===== src/rtl/bsl_pkg.sv =====
package bsl_pkg;

    typedef enum logic [1:0] {
        ST_BYPASS = 2'd0,
        ST_COUNT  = 2'd1,
        ST_CLAMP  = 2'd2
    } bsl_state_e;

endpackage


===== src/rtl/bsl_window_timer.sv =====
module bsl_window_timer #(
    parameter int TICKS_PER_WINDOW = 800
) (
    input  logic clk,
    input  logic rst_n,
    input  logic tick,
    output logic win_close
);
    localparam int WIN_W = $clog2(TICKS_PER_WINDOW + 1);
    localparam logic [WIN_W-1:0] LAST_TICK = WIN_W'(TICKS_PER_WINDOW - 1);

    logic [WIN_W-1:0] tick_cnt_q;

    assign win_close = tick && (tick_cnt_q == LAST_TICK);

    always_ff @(posedge clk) begin
        if (!rst_n) begin
            tick_cnt_q <= '0;
        end else if (tick) begin
            if (tick_cnt_q == LAST_TICK) tick_cnt_q <= '0;
            else                         tick_cnt_q <= tick_cnt_q + 1'b1;
        end
    end

    // the window count never runs past its last tick
    p_window_bound_r4: assert property (@(posedge clk) disable iff (!rst_n)
        tick_cnt_q <= LAST_TICK);

endmodule


===== src/rtl/bsl_run_tracker.sv =====
module bsl_run_tracker
    import bsl_pkg::*;
#(
    parameter int LIMIT = 64
) (
    input  logic clk,
    input  logic rst_n,
    input  logic enable,
    input  logic frame_start,
    input  logic frame_bcast,
    input  logic win_close,
    output logic drop_now,
    output logic verdict_valid,
    output logic verdict_drop
);
    localparam int RUN_W = $clog2(LIMIT + 1);
    localparam logic [RUN_W-1:0] LIMIT_V = RUN_W'(LIMIT);

    bsl_state_e       state_q, state_d;
    logic [RUN_W-1:0] run_q, run_d;
    logic             bcast_seen;

    assign bcast_seen = frame_start && frame_bcast;

    // run-length update: a window close wins over the old count
    always_comb begin
        run_d = run_q;
        unique case (state_q)
            ST_BYPASS: run_d = '0;
            default: begin
                if (win_close)
                    run_d = bcast_seen ? RUN_W'(1) : '0;
                else if (frame_start)
                    run_d = frame_bcast ? ((run_q == LIMIT_V) ? LIMIT_V : run_q + 1'b1) : '0;
            end
        endcase
    end

    // next-state logic
    always_comb begin
        state_d = state_q;
        unique case (state_q)
            ST_BYPASS: if (enable)           state_d = ST_COUNT;  // T_ENABLE
            ST_COUNT:  if (run_d == LIMIT_V) state_d = ST_CLAMP;  // T_ARM
            ST_CLAMP:  if (run_d != LIMIT_V) state_d = ST_COUNT;  // T_RELEASE
            default:                         state_d = ST_BYPASS;
        endcase
    end

    assign drop_now = (state_q == ST_CLAMP) && bcast_seen && !win_close;

    // state register
    always_ff @(posedge clk) begin
        if (!rst_n) begin
            state_q <= ST_BYPASS;
            run_q   <= '0;
        end else begin
            state_q <= state_d;
            run_q   <= run_d;
        end
    end

    // output register
    always_ff @(posedge clk) begin
        if (!rst_n) begin
            verdict_valid <= 1'b0;
            verdict_drop  <= 1'b0;
        end else begin
            verdict_valid <= frame_start;
            verdict_drop  <= drop_now;
        end
    end

    p_pass_below_limit_r1: assert property (@(posedge clk) disable iff (!rst_n)
        (state_q != ST_BYPASS && bcast_seen && !win_close && run_q < LIMIT_V) |=> !verdict_drop);

    p_drop_at_limit_r2: assert property (@(posedge clk) disable iff (!rst_n)
        (state_q != ST_BYPASS && bcast_seen && !win_close && run_q == LIMIT_V) |=> verdict_drop);

    p_no_wrap_r2: assert property (@(posedge clk) disable iff (!rst_n)
        run_q <= LIMIT_V);

    p_other_clears_r3: assert property (@(posedge clk) disable iff (!rst_n)
        (frame_start && !frame_bcast) |=> (run_q == '0 && !verdict_drop));

    p_window_clears_r4: assert property (@(posedge clk) disable iff (!rst_n)
        (win_close && !bcast_seen) |=> run_q == '0);

    p_verdict_pulse_r5: assert property (@(posedge clk) disable iff (!rst_n)
        frame_start |=> verdict_valid);

    p_no_spurious_r5: assert property (@(posedge clk) disable iff (!rst_n)
        !frame_start |=> (!verdict_valid && !verdict_drop));

endmodule


===== src/rtl/bsl_drop_tally.sv =====
module bsl_drop_tally #(
    parameter int DROP_W = 16
) (
    input  logic              clk,
    input  logic              rst_n,
    input  logic              drop_now,
    output logic [DROP_W-1:0] drop_count
);
    localparam logic [DROP_W-1:0] TALLY_MAX = '1;

    always_ff @(posedge clk) begin
        if (!rst_n)                                drop_count <= '0;
        else if (drop_now && drop_count != TALLY_MAX) drop_count <= drop_count + 1'b1;
    end

    p_tally_step_r8: assert property (@(posedge clk) disable iff (!rst_n)
        (drop_now && drop_count != TALLY_MAX) |=> drop_count == DROP_W'($past(drop_count) + 1'b1));

    p_tally_hold_r8: assert property (@(posedge clk) disable iff (!rst_n)
        !drop_now |=> $stable(drop_count));

endmodule


===== src/rtl/bcast_storm_limiter.sv =====
module bcast_storm_limiter #(
    parameter int LIMIT            = 64,
    parameter int TICKS_PER_WINDOW = 800,
    parameter int DROP_W           = 16
) (
    input  logic              clk,
    input  logic              rst_n,
    input  logic              storm_off_strap,
    input  logic              win_tick,
    input  logic              frame_start,
    input  logic              frame_bcast,
    output logic              verdict_valid,
    output logic              verdict_drop,
    output logic [DROP_W-1:0] drop_count
);
    logic en_q;
    logic win_close;
    logic drop_now;

    // the strap is taken only while reset is held
    always_ff @(posedge clk) begin
        if (!rst_n) en_q <= !storm_off_strap;
    end

    bsl_window_timer #(.TICKS_PER_WINDOW(TICKS_PER_WINDOW)) u_timer (
        .clk       (clk),
        .rst_n     (rst_n),
        .tick      (win_tick),
        .win_close (win_close)
    );

    bsl_run_tracker #(.LIMIT(LIMIT)) u_tracker (
        .clk           (clk),
        .rst_n         (rst_n),
        .enable        (en_q),
        .frame_start   (frame_start),
        .frame_bcast   (frame_bcast),
        .win_close     (win_close),
        .drop_now      (drop_now),
        .verdict_valid (verdict_valid),
        .verdict_drop  (verdict_drop)
    );

    bsl_drop_tally #(.DROP_W(DROP_W)) u_tally (
        .clk        (clk),
        .rst_n      (rst_n),
        .drop_now   (drop_now),
        .drop_count (drop_count)
    );

    p_off_never_drops_r6: assert property (@(posedge clk) disable iff (!rst_n)
        !en_q |=> !verdict_drop);

    p_strap_ignored_r7: assert property (@(posedge clk) disable iff (!rst_n)
        $stable(en_q));

    p_drop_has_valid_r5: assert property (@(posedge clk) disable iff (!rst_n)
        verdict_drop |-> verdict_valid);

endmodule


===== config.mk =====
export PLATFORM = sky130hd
export DESIGN_NAME = bcast_storm_limiter
export DESIGN_NICKNAME = d
export VERILOG_FILES = /design/src/rtl/bsl_pkg.sv /design/src/rtl/bsl_window_timer.sv /design/src/rtl/bsl_run_tracker.sv /design/src/rtl/bsl_drop_tally.sv /design/src/rtl/bcast_storm_limiter.sv
export SDC_FILE = /design/constraint.sdc
export NUM_CORES = 1
export LEC_CHECK = 0
export BUFFER_PORTS_ARGS = -buffer_cell sky130_fd_sc_hd__buf_2
export CORE_ASPECT_RATIO = 1.1
export CORE_MARGIN = 3
export CORE_UTILIZATION = 55
export DETAILED_ROUTE_END_ITERATION = 10
export PLACE_DENSITY = 0.84
export SYNTH_ARGS = -nofsm -noshare
export SYNTH_HDL_FRONTEND = slang
export SYNTH_HIERARCHICAL = 1
export SYNTH_SLANG_ARGS = --single-unit

===== constraint.sdc =====
create_clock -name clk -period 7.8 [get_ports clk]
set_input_delay 0.78 -clock clk [delete_from_list [all_inputs] [get_ports clk]]
set_output_delay 0.78 -clock clk [all_outputs]
set_load 0.1 [all_outputs]

### Word level (Yosys, flattened, before mapping)

Index checks and enable logic that the tools add are counted.

| cells by class | value |
|---|---|
| $add $sub $neg | 3 |
| equality and inequality tests | 10 |
| mux-type cells | 11 |
| reductions and logical operators | 9 |

Operators with widths:

| operator | count |
|---|---|
| 2-to-1 mux 7 bit | 5 |
| adder 16 x 1 -> 16 bit (second input constant) | 1 |
| != test 16 bit (second input constant) | 1 |
| equality test 7 bit (second input constant) | 2 |
| adder 10 x 1 -> 10 bit (second input constant) | 1 |
| equality test 10 bit (second input constant) | 1 |
| 2-to-1 mux 10 bit | 1 |
| adder 7 x 1 -> 7 bit (second input constant) | 1 |
| != test 7 bit (second input constant) | 1 |
| 2-to-1 mux 2 bit | 3 |
| case mux 2 bit (3 select lines) | 1 |
| logical AND 1 bit | 5 |
| != test 2 x 1 -> 1 bit (second input constant) | 2 |
| AND reduction 3 bit | 1 |
| equality test 2 x 1 -> 1 bit (second input constant) | 1 |
| equality test 2 bit (second input constant) | 1 |
| logical NOT 1 bit | 2 |
| logical NOT 2 bit | 1 |
| != test 2 bit (second input constant) | 1 |
| 2-to-1 mux 1 bit | 1 |

| word-level totals | value |
|---|---|
| register bits | 38 |
| input port bits | 6 |
| output and inout port bits | 18 |
| word-level logic and storage cells | 40 |

### Depth between registers and ports, before layout

Gate-level depths: netlist of the first run.

| logic depth | value |
|---|---|
| depth in word-level cells | 9 |
| depth in mapped cells | 8 |
| gate-level depth less buffers | 8 |

### By module

Netlist of the first run, hierarchy kept.

By module, submodules not included:

| module | instances | cells each | area each (µm²) | sequential area each (µm²) |
|---|---|---|---|---|
| bsl_drop_tally | 1 | 97 | 837.1 | 320.3 |
| bsl_run_tracker | 1 | 90 | 694.4 | 220.2 |
| bsl_window_timer | 1 | 54 | 496.7 | 200.2 |
| bcast_storm_limiter | 1 | 3 | 37.5 | 30.0 |

### Worst setup path after synthesis of the first run

No wires, ideal clock.

| path | value |
|---|---|
| path kind | input -> register |
| start | input frame_bcast |
| end | register u_tally.drop_count[13] |
| setup time | 0.071 ns |
| data arrival time | 2.690 ns |
| required time | 7.729 ns |
| slack | 5.040 ns |
| cell stages on the path | 6 |
| path buffers | 1 |
| cells stage by stage | buf_2 nand2_1 nor4b_1 nand2_1 or4_1 a21oi_1 |

| on the way | value |
|---|---|
| longest elaborated chain between the ends | 4 |

RTL lines:

| element | RTL line | text |
|---|---|---|
| start: declaration | bcast_storm_limiter.sv:11 | `input logic frame_bcast,` |
| logical AND 1 bit | bsl_run_tracker.sv:23 | `assign bcast_seen = frame_start && frame_bcast;` |
| logical AND 1 bit (2 in a row) | bsl_run_tracker.sv:50 | `assign drop_now = (state_q == ST_CLAMP) && bcast_seen && !win_close;` |
| via drop_now | bcast_storm_limiter.sv:18 | `logic drop_now;` |
| logical AND 1 bit | bsl_drop_tally.sv:13 | `else if (drop_now && drop_count != TALLY_MAX) drop_count <= drop_count + 1'b1;` |
| end signal: assignment | bsl_drop_tally.sv:13 |  |
| end: declaration | bsl_drop_tally.sv:7 | `output logic [DROP_W-1:0] drop_count` |

The timed path passes the listed nets, and every way through them passes these cells.
A chain may end at the register's enable or synchronous reset.

### Worst setup path after layout of the first run

| path | value |
|---|---|
| start | register u_timer.tick_cnt_q[0] |
| end | register u_tally.drop_count[13] |

| on the way | value |
|---|---|
| longest elaborated chain between the ends | 5 |

RTL lines:

| element | RTL line | text |
|---|---|---|
| start: declaration | bsl_window_timer.sv:12 | `logic [WIN_W-1:0] tick_cnt_q;` |
| start signal: assignment | bsl_window_timer.sv:21 | `else tick_cnt_q <= tick_cnt_q + 1'b1;` |
| equality test 10 bit | bsl_window_timer.sv:14 | `assign win_close = tick && (tick_cnt_q == LAST_TICK);` |
| logical AND 1 bit | bsl_window_timer.sv:14 |  |
| via win_close | bcast_storm_limiter.sv:17 | `logic win_close;` |
| logical NOT 1 bit | bsl_run_tracker.sv:50 |  |
| logical AND 1 bit | bsl_run_tracker.sv:50 |  |
| via drop_now | bcast_storm_limiter.sv:18 |  |
| logical AND 1 bit | bsl_drop_tally.sv:13 |  |

The timed path passes the listed nets, and every way through them passes these cells.

==> results.py, run 1 <==
metrics = {
    "run_status": {
        "status": "complete, no violations",
    },
    "detailed_routing": {
        "first_pass_iters": 5,
        "via_per_inst": 5.87,
        "drcViolationCount": 0,
        "vias": 1856,
        "drt_iter0_markers": 74,
        "ant_nets": 0,
        "finalWirelength_um": 4180,
        "avgRoutedWirePerCell_um": 13.2,
    },
    "die": {
        "die-height_um": 70.3,
        "fp.dieW_um": 64.4,
        "fp-row-count": 22,
        "initial_core_util_pct": 59.6,
        "core_area_um2": 3470,
        "pin_count": 24,
        "die_area_um2": 4530,
    },
    "pwr": {
        "power.density_nw_per_um2": 153,
        "p_total_uw": 349,
        "p_leak_nw": 0.859,
        "ir_worst_vdd_mv": 0.0926,
    },
    "clocking": {
        "cts_buffers": 5,
        "max-clock-path-buffers": 2,
        "cts_sinks": 38,
        "post-cts-setup-buffers": 0,
        "cts-root-buf": "clkbuf_4",
        "cts_tree": "yes",
        "path_clk_slew_ns": 0.12,
        "h-tree-depth": 2,
        "ctsHoldBuffers": 0,
        "insertion_delay_ns": 0.34,
        "postCtsResizedCells": 0,
    },
    "critical_path": {
        "startpoint_type": "flip-flop",
        "crit_type": "reg2reg",
        "worstPathRequired_ns": 8.08,
        "critPathCaptureType": "flip-flop",
        "cp_max_fo": 10,
        "arrival_ns": 3.33,
    },
    "global_route": {
        "grt_overflow": 0,
        "grt_pass1_wl_um": 7520,
        "grt_max_degree": 21,
        "grt_antenna_before_repair": 0,
        "grt_use_total_pct": 20.5,
        "first_global_vias": 1701,
    },
    "finish": {
        "mostFrequentLayoutCells": "dfxtp_1 (37), nor2_1 (27), nand2_1 (25)",
        "multiInputGateArea_um2": 1200,
        "final_common_cell": "dfxtp_1",
        "regArea_um2": 771,
        "layout.nets": 277,
        "antenna_cells": 0,
        "nFillCells": 314,
        "syn_to_final_growth_pct": 10.1,
        "drive_gt1_share_pct": 15.3,
        "post-route-util_pct": 65.6,
    },
    "sta": {
        "slew_violations": 0,
        "max_freq_mhz": 329,
        "period_needed_ns": 3.04,
        "rsz0062_at_grt": "false",
        "finalClockSkew_ns": 0.0114,
        "fin_ws_ns": 4.76,
        "finalSetupTns_ns": 0,
        "setup_violations": 0,
        "tightest_slew_ns": 1.17,
        "min_period_over_period_pct": 39.0,
        "hold_viol": 0,
        "slew_headroom_pct": 21.3,
    },
    "yosys": {
        "synth_edf_count": 1,
        "ys_seq_area_share_pct": 37.3,
        "ys_ff_latch": 38,
        "ys_top_cells_by_area": "dfxtp_1 (36%), nor2_1 (4.9%), nand2_1 (4.5%), a21oi_1 (2.9%), nand3_1 (2.9%)",
        "synth_area_leader_cell": "dfxtp_1",
        "yosysTopAreaCellShare_pct": 35.9,
        "netlist_instances": 244,
        "ys.warnings.count": 6,
        "yosys.area_share.simple_pct": 36.0,
        "synth-compound-area-share_pct": 13.4,
        "synth_top_family_by_area": "simple AND/OR/NAND/NOR gates",
        "synthMuxAreaShare_pct": 2.67,
        "synth_cell_types": 55,
        "synth_xor_area_share_pct": 3.82,
        "synth_async_sr_flop_share_pct": 0,
        "synth_nets": 254,
        "synthAdderAreaFrac_pct": 2.42,
        "syn_area_um2": 2070,
        "synth_flop_cell": "dfxtp_1",
        "synth_area_per_cell_um2": 8.47,
    },
    "place": {
        "gp_congestion": 0.876,
        "post-place-ws_ns": 4.49,
        "dpl.hpwl_um": 3030,
        "portBuffers": 23,
    },
    "run": {
        "maxCapViolations": 0,
    },
    "worst_hold_path": {
        "hp-class": "reg2reg",
    },
}
layout make-up:
type / count / area share (%)
well taps: 48 / 2.64
flip-flops and latches: 38 / 33.9
repair buffers: 23 / 5.06
inverters: 13 / 2.15
multi-input cells: 186 / 53.0
clock buffers: 7 / 1.98
clock inverters: 1 / 1.32
flip-flops by register name, indices dropped and copies added (netlist names):
signal	flops
u_tracker/state_q	2
u_timer/tick_cnt_q	10
u_tracker/run_q	7
u_tracker/verdict_drop	1
u_tracker/verdict_valid	1
en_q	1
u_tally/drop_count	16
worst paths after layout:
check / slack, ns / startpoint / depth (start not counted) / endpoint
worst max-delay path: 4.76 / u_timer/tick_cnt_q[0]$_SDFFE_PN0P_ / 7 / u_tally/drop_count[13]$_SDFFE_PN0P_
worst min-delay path: 0.51 / u_timer/tick_cnt_q[0]$_SDFFE_PN0P_ / 2 / u_timer/tick_cnt_q[0]$_SDFFE_PN0P_
worst max register to register: 4.76 / u_timer/tick_cnt_q[0]$_SDFFE_PN0P_ / 7 / u_tally/drop_count[13]$_SDFFE_PN0P_
worst min register to register: 0.51 / u_timer/tick_cnt_q[0]$_SDFFE_PN0P_ / 2 / u_timer/tick_cnt_q[0]$_SDFFE_PN0P_
power by group:
| part | internal [mW] | switching (mW) | leakage [nW] |
|---|---|---|---|
| clock network | 0.0680 | 0.0650 | 0.0395 |
| registers | 0.197 | 0.00148 | 0.309 |
| logic | 0.00533 | 0.0118 | 0.511 |
layer usage:
metal	track usage (%)	share of wire [%]	vias to the layer above
li1	-	-	939
met1	27.1	46	846
met5	0	0	-
met2	31.7	46	58
met3	3.86	6.0	13
met4	10.1	2.3	0
worst max-delay path, cell delays in order (launching register included):
cell and delay, ns:
dfxtp_1 0.35, ha_1 0.25, nand4_4 0.14, nor2_1 0.10, nor4b_1 0.97, nand2_1 0.44, or4_1 0.58, a21oi_1 0.14
metrics by stage:
step / area [um2] / hold slack (ns) / instances
floorplan: 2070 / 0.458 / 244
global placement: 2200 / 0.490 / 308
detailed placement: 2200 / 0.485 / 308
CTS: 2270 / 0.508 / 316
global route: 2270 / 0.556 / 316
finish: 2270 / 0.514 / 316
Yosys cell counts (5+ instances only):
library cell / count
a21oi_1: 12
xnor2_1: 6
nor2_1: 27
nor4_1: 6
nand4_1: 7
nand2_1: 25
o21ai_0: 8
or4_1: 5
and4_1: 5
nand3_1: 12
inv_1: 13
o31ai_1: 5
dfxtp_1: 37
cells by family after synthesis:
kind of cell / Yosys count
flip-flops: 38
AND/OR/NAND/NOR: 125
buffers and inverters: 20
XOR/XNOR: 9
multiplexers: 5
AO/OA/AOI/OAI: 43
adder cells (fa/ha/maj): 4
No activity file was read; power rests on OpenSTA's default activity.
==> run 2, diff against run 1 <==
==> constraint.sdc (replaced) <==
create_clock -name clk -period 3.1 [get_ports clk]
set_input_delay 0.31 -clock clk [delete_from_list [all_inputs] [get_ports clk]]
set_output_delay 0.31 -clock clk [all_outputs]
set_load 0.1 [all_outputs]
==> results.py, run 2 (synthesized netlist as in run 1, its figures left out) <==
metrics = {
    "run_status": {
        "status": "complete, no violations",
    },
    "critical_path": {
        "timing.rr.start": "u_timer/tick_cnt_q[0]$_SDFFE_PN0P_",
        "crit_type": "reg2reg",
        "cp_max_fo": 8,
        "r2r_cells": 9,
        "startpoint_type": "flip-flop",
        "arrival_ns": 2.53,
        "critPathCaptureType": "flip-flop",
        "r2r-end": "u_tally/drop_count[6]$_SDFFE_PN0P_",
        "worstPathRequired_ns": 3.39,
        "timing.reg2reg.setup_slack_ns": 0.87,
    },
    "worst_hold_path": {
        "hold_path_depth": 2,
        "hp-start": "storm_off_strap",
        "hold_end": "en_q$_DFFE_PN_",
        "hp-class": "in2reg",
    },
    "sta": {
        "period_needed_ns": 2.23,
        "setup_violations": 0,
        "slew_violations": 0,
        "finalClockSkew_ns": 0.00877,
        "tightest_slew_ns": 1.13,
        "hold_viol": 0,
        "rsz0062_at_grt": "false",
        "finalSetupTns_ns": 0,
        "holdWs_ns": 0.194,
        "max_freq_mhz": 448,
        "min_period_over_period_pct": 72.1,
        "slew_headroom_pct": 24.0,
    },
    "place": {
        "dp_cells": 309,
        "dpl.hpwl_um": 3030,
        "portBuffers": 23,
        "gp_congestion": 0.873,
    },
    "detailed_routing": {
        "drt_iter0_markers": 97,
        "vias": 1861,
        "first_pass_iters": 4,
        "finalWirelength_um": 4220,
        "via_per_inst": 5.87,
        "avgRoutedWirePerCell_um": 13.3,
        "ant_nets": 0,
        "drcViolationCount": 0,
    },
    "die": {
        "pin_count": 24,
        "fp.dieW_um": 64.4,
        "die_area_um2": 4530,
        "initial_core_util_pct": 59.6,
        "die-height_um": 70.3,
        "fp-row-count": 22,
        "core_area_um2": 3470,
    },
    "finish": {
        "fin_cells": 317,
        "reg_top3": "u_tally/drop_count: 16 flops, u_timer/tick_cnt_q: 10 flops, u_tracker/run_q: 7 flops",
        "syn_to_final_growth_pct": 9.93,
        "largest_reg_flops": 16,
        "top_register": "u_tally/drop_count",
        "nFillCells": 304,
        "drive_gt1_share_pct": 16.4,
        "antenna_cells": 0,
        "mostFrequentLayoutCells": "dfxtp_1 (37), nor2_1 (27), nand2_1 (25)",
        "layout.nets": 278,
        "final_common_cell": "dfxtp_1",
    },
    "pwr": {
        "ir_worst_vdd_mv": 0.206,
        "p_total_uw": 820,
        "power.density_nw_per_um2": 361,
        "p_leak_nw": 0.859,
    },
    "global_route": {
        "grt_pass1_wl_um": 7500,
        "grt_max_degree": 21,
        "grt_overflow": 0,
        "grt_use_total_pct": 20.6,
        "first_global_vias": 1661,
        "grt_antenna_before_repair": 0,
    },
    "clocking": {
        "path_clk_slew_ns": 0.12,
        "postCtsResizedCells": 0,
        "ctsHoldBuffers": 0,
        "cts_sinks": 38,
        "cts_tree": "yes",
        "cts_buffers": 5,
        "cts-root-buf": "clkbuf_4",
        "h-tree-depth": 2,
        "max-clock-path-buffers": 2,
        "insertion_delay_ns": 0.35,
        "post-cts-setup-buffers": 0,
    },
    "run": {
        "maxCapViolations": 0,
    },
}
## run 2: cell count changes in the layout (fill, tap and decap cells not counted)
| cell | delta |
|---|---|
| clkbuf_8 | +1 |
| clkinv_2 | +1 |
| buf_4 | +1 |
| bufinv_16 | -1 |
| clkinvlp_4 | +1 |
| clkbuf_1 | -2 |
## run 2: final cells by class
| cell class | instances | area [um2] | share of cell area [%] |
|---|---|---|---|
| Inverter | 13 | 48.8 | 2.15 |
| Clock buffer | 6 | 51.3 | 2.26 |
| Timing Repair Buffer | 24 | 123 | 5.40 |
| Tap cell | 48 | 60.1 | 2.64 |
| Clock inverter | 2 | 12.5 | 0.551 |
| Sequential cell | 38 | 771 | 33.9 |
| Multi-Input combinational cell | 186 | 1200 | 53.1 |
## run 2: how the worst max path moves through the flow
stage	startpoint	to	cells after the start
after floorplan	u_timer/tick_cnt_q[0]$_SDFFE_PN0P_	u_tally/drop_count[13]$_SDFFE_PN0P_	7
after global placement	u_timer/tick_cnt_q[0]$_SDFFE_PN0P_	u_tally/drop_count[9]$_SDFFE_PN0P_	8
after detailed placement	u_timer/tick_cnt_q[0]$_SDFFE_PN0P_	u_tally/drop_count[9]$_SDFFE_PN0P_	8
after CTS	u_timer/tick_cnt_q[0]$_SDFFE_PN0P_	u_tally/drop_count[9]$_SDFFE_PN0P_	8
after global routing	u_tally/drop_count[0]$_SDFFE_PN0P_	u_tally/drop_count[0]$_SDFFE_PN0P_	5
final	u_timer/tick_cnt_q[0]$_SDFFE_PN0P_	u_tally/drop_count[6]$_SDFFE_PN0P_	9
## run 2: report_power, final
group	internal, mW	switching, mW
logic	0.0135	0.0297
registers	0.495	0.00375
clock network	0.109	0.169
## run 2: through the flow
stage / setup slack, ns / utilization, % / instance area [um2]
floorplan: 0.596 / - / 2070
CTS: 0.871 / 65.5 / 2270
global route: 0.600 / 65.5 / 2270
global placement: 0.968 / 63.6 / 2210
detailed placement: 0.900 / 63.6 / 2210
finish: 0.866 / 65.5 / 2270
## run 2: per-layer routing
layer / global-route usage (%) / part of all wire, % / routed length [um] / up-vias
li1: - / - / - / 939
met1: 26.6 / 47 / 1990 / 866
met2: 31.8 / 45 / 1910 / 44
met3: 4.98 / 4.4 / 186 / 12
met4: 10.1 / 3.0 / 125 / 0
met5: 0 / 0 / 0 / -
## run 2: worst max-delay path, stage by stage, from the launching register on
cell and delay (ns):
dfxtp_1 0.35, ha_1 0.25, nand4_4 0.15, nor2_1 0.10, nor4b_1 0.29, buf_4 0.20, and4_1 0.24, o41ai_1 0.13
or3_1 0.33, a21oi_1 0.14
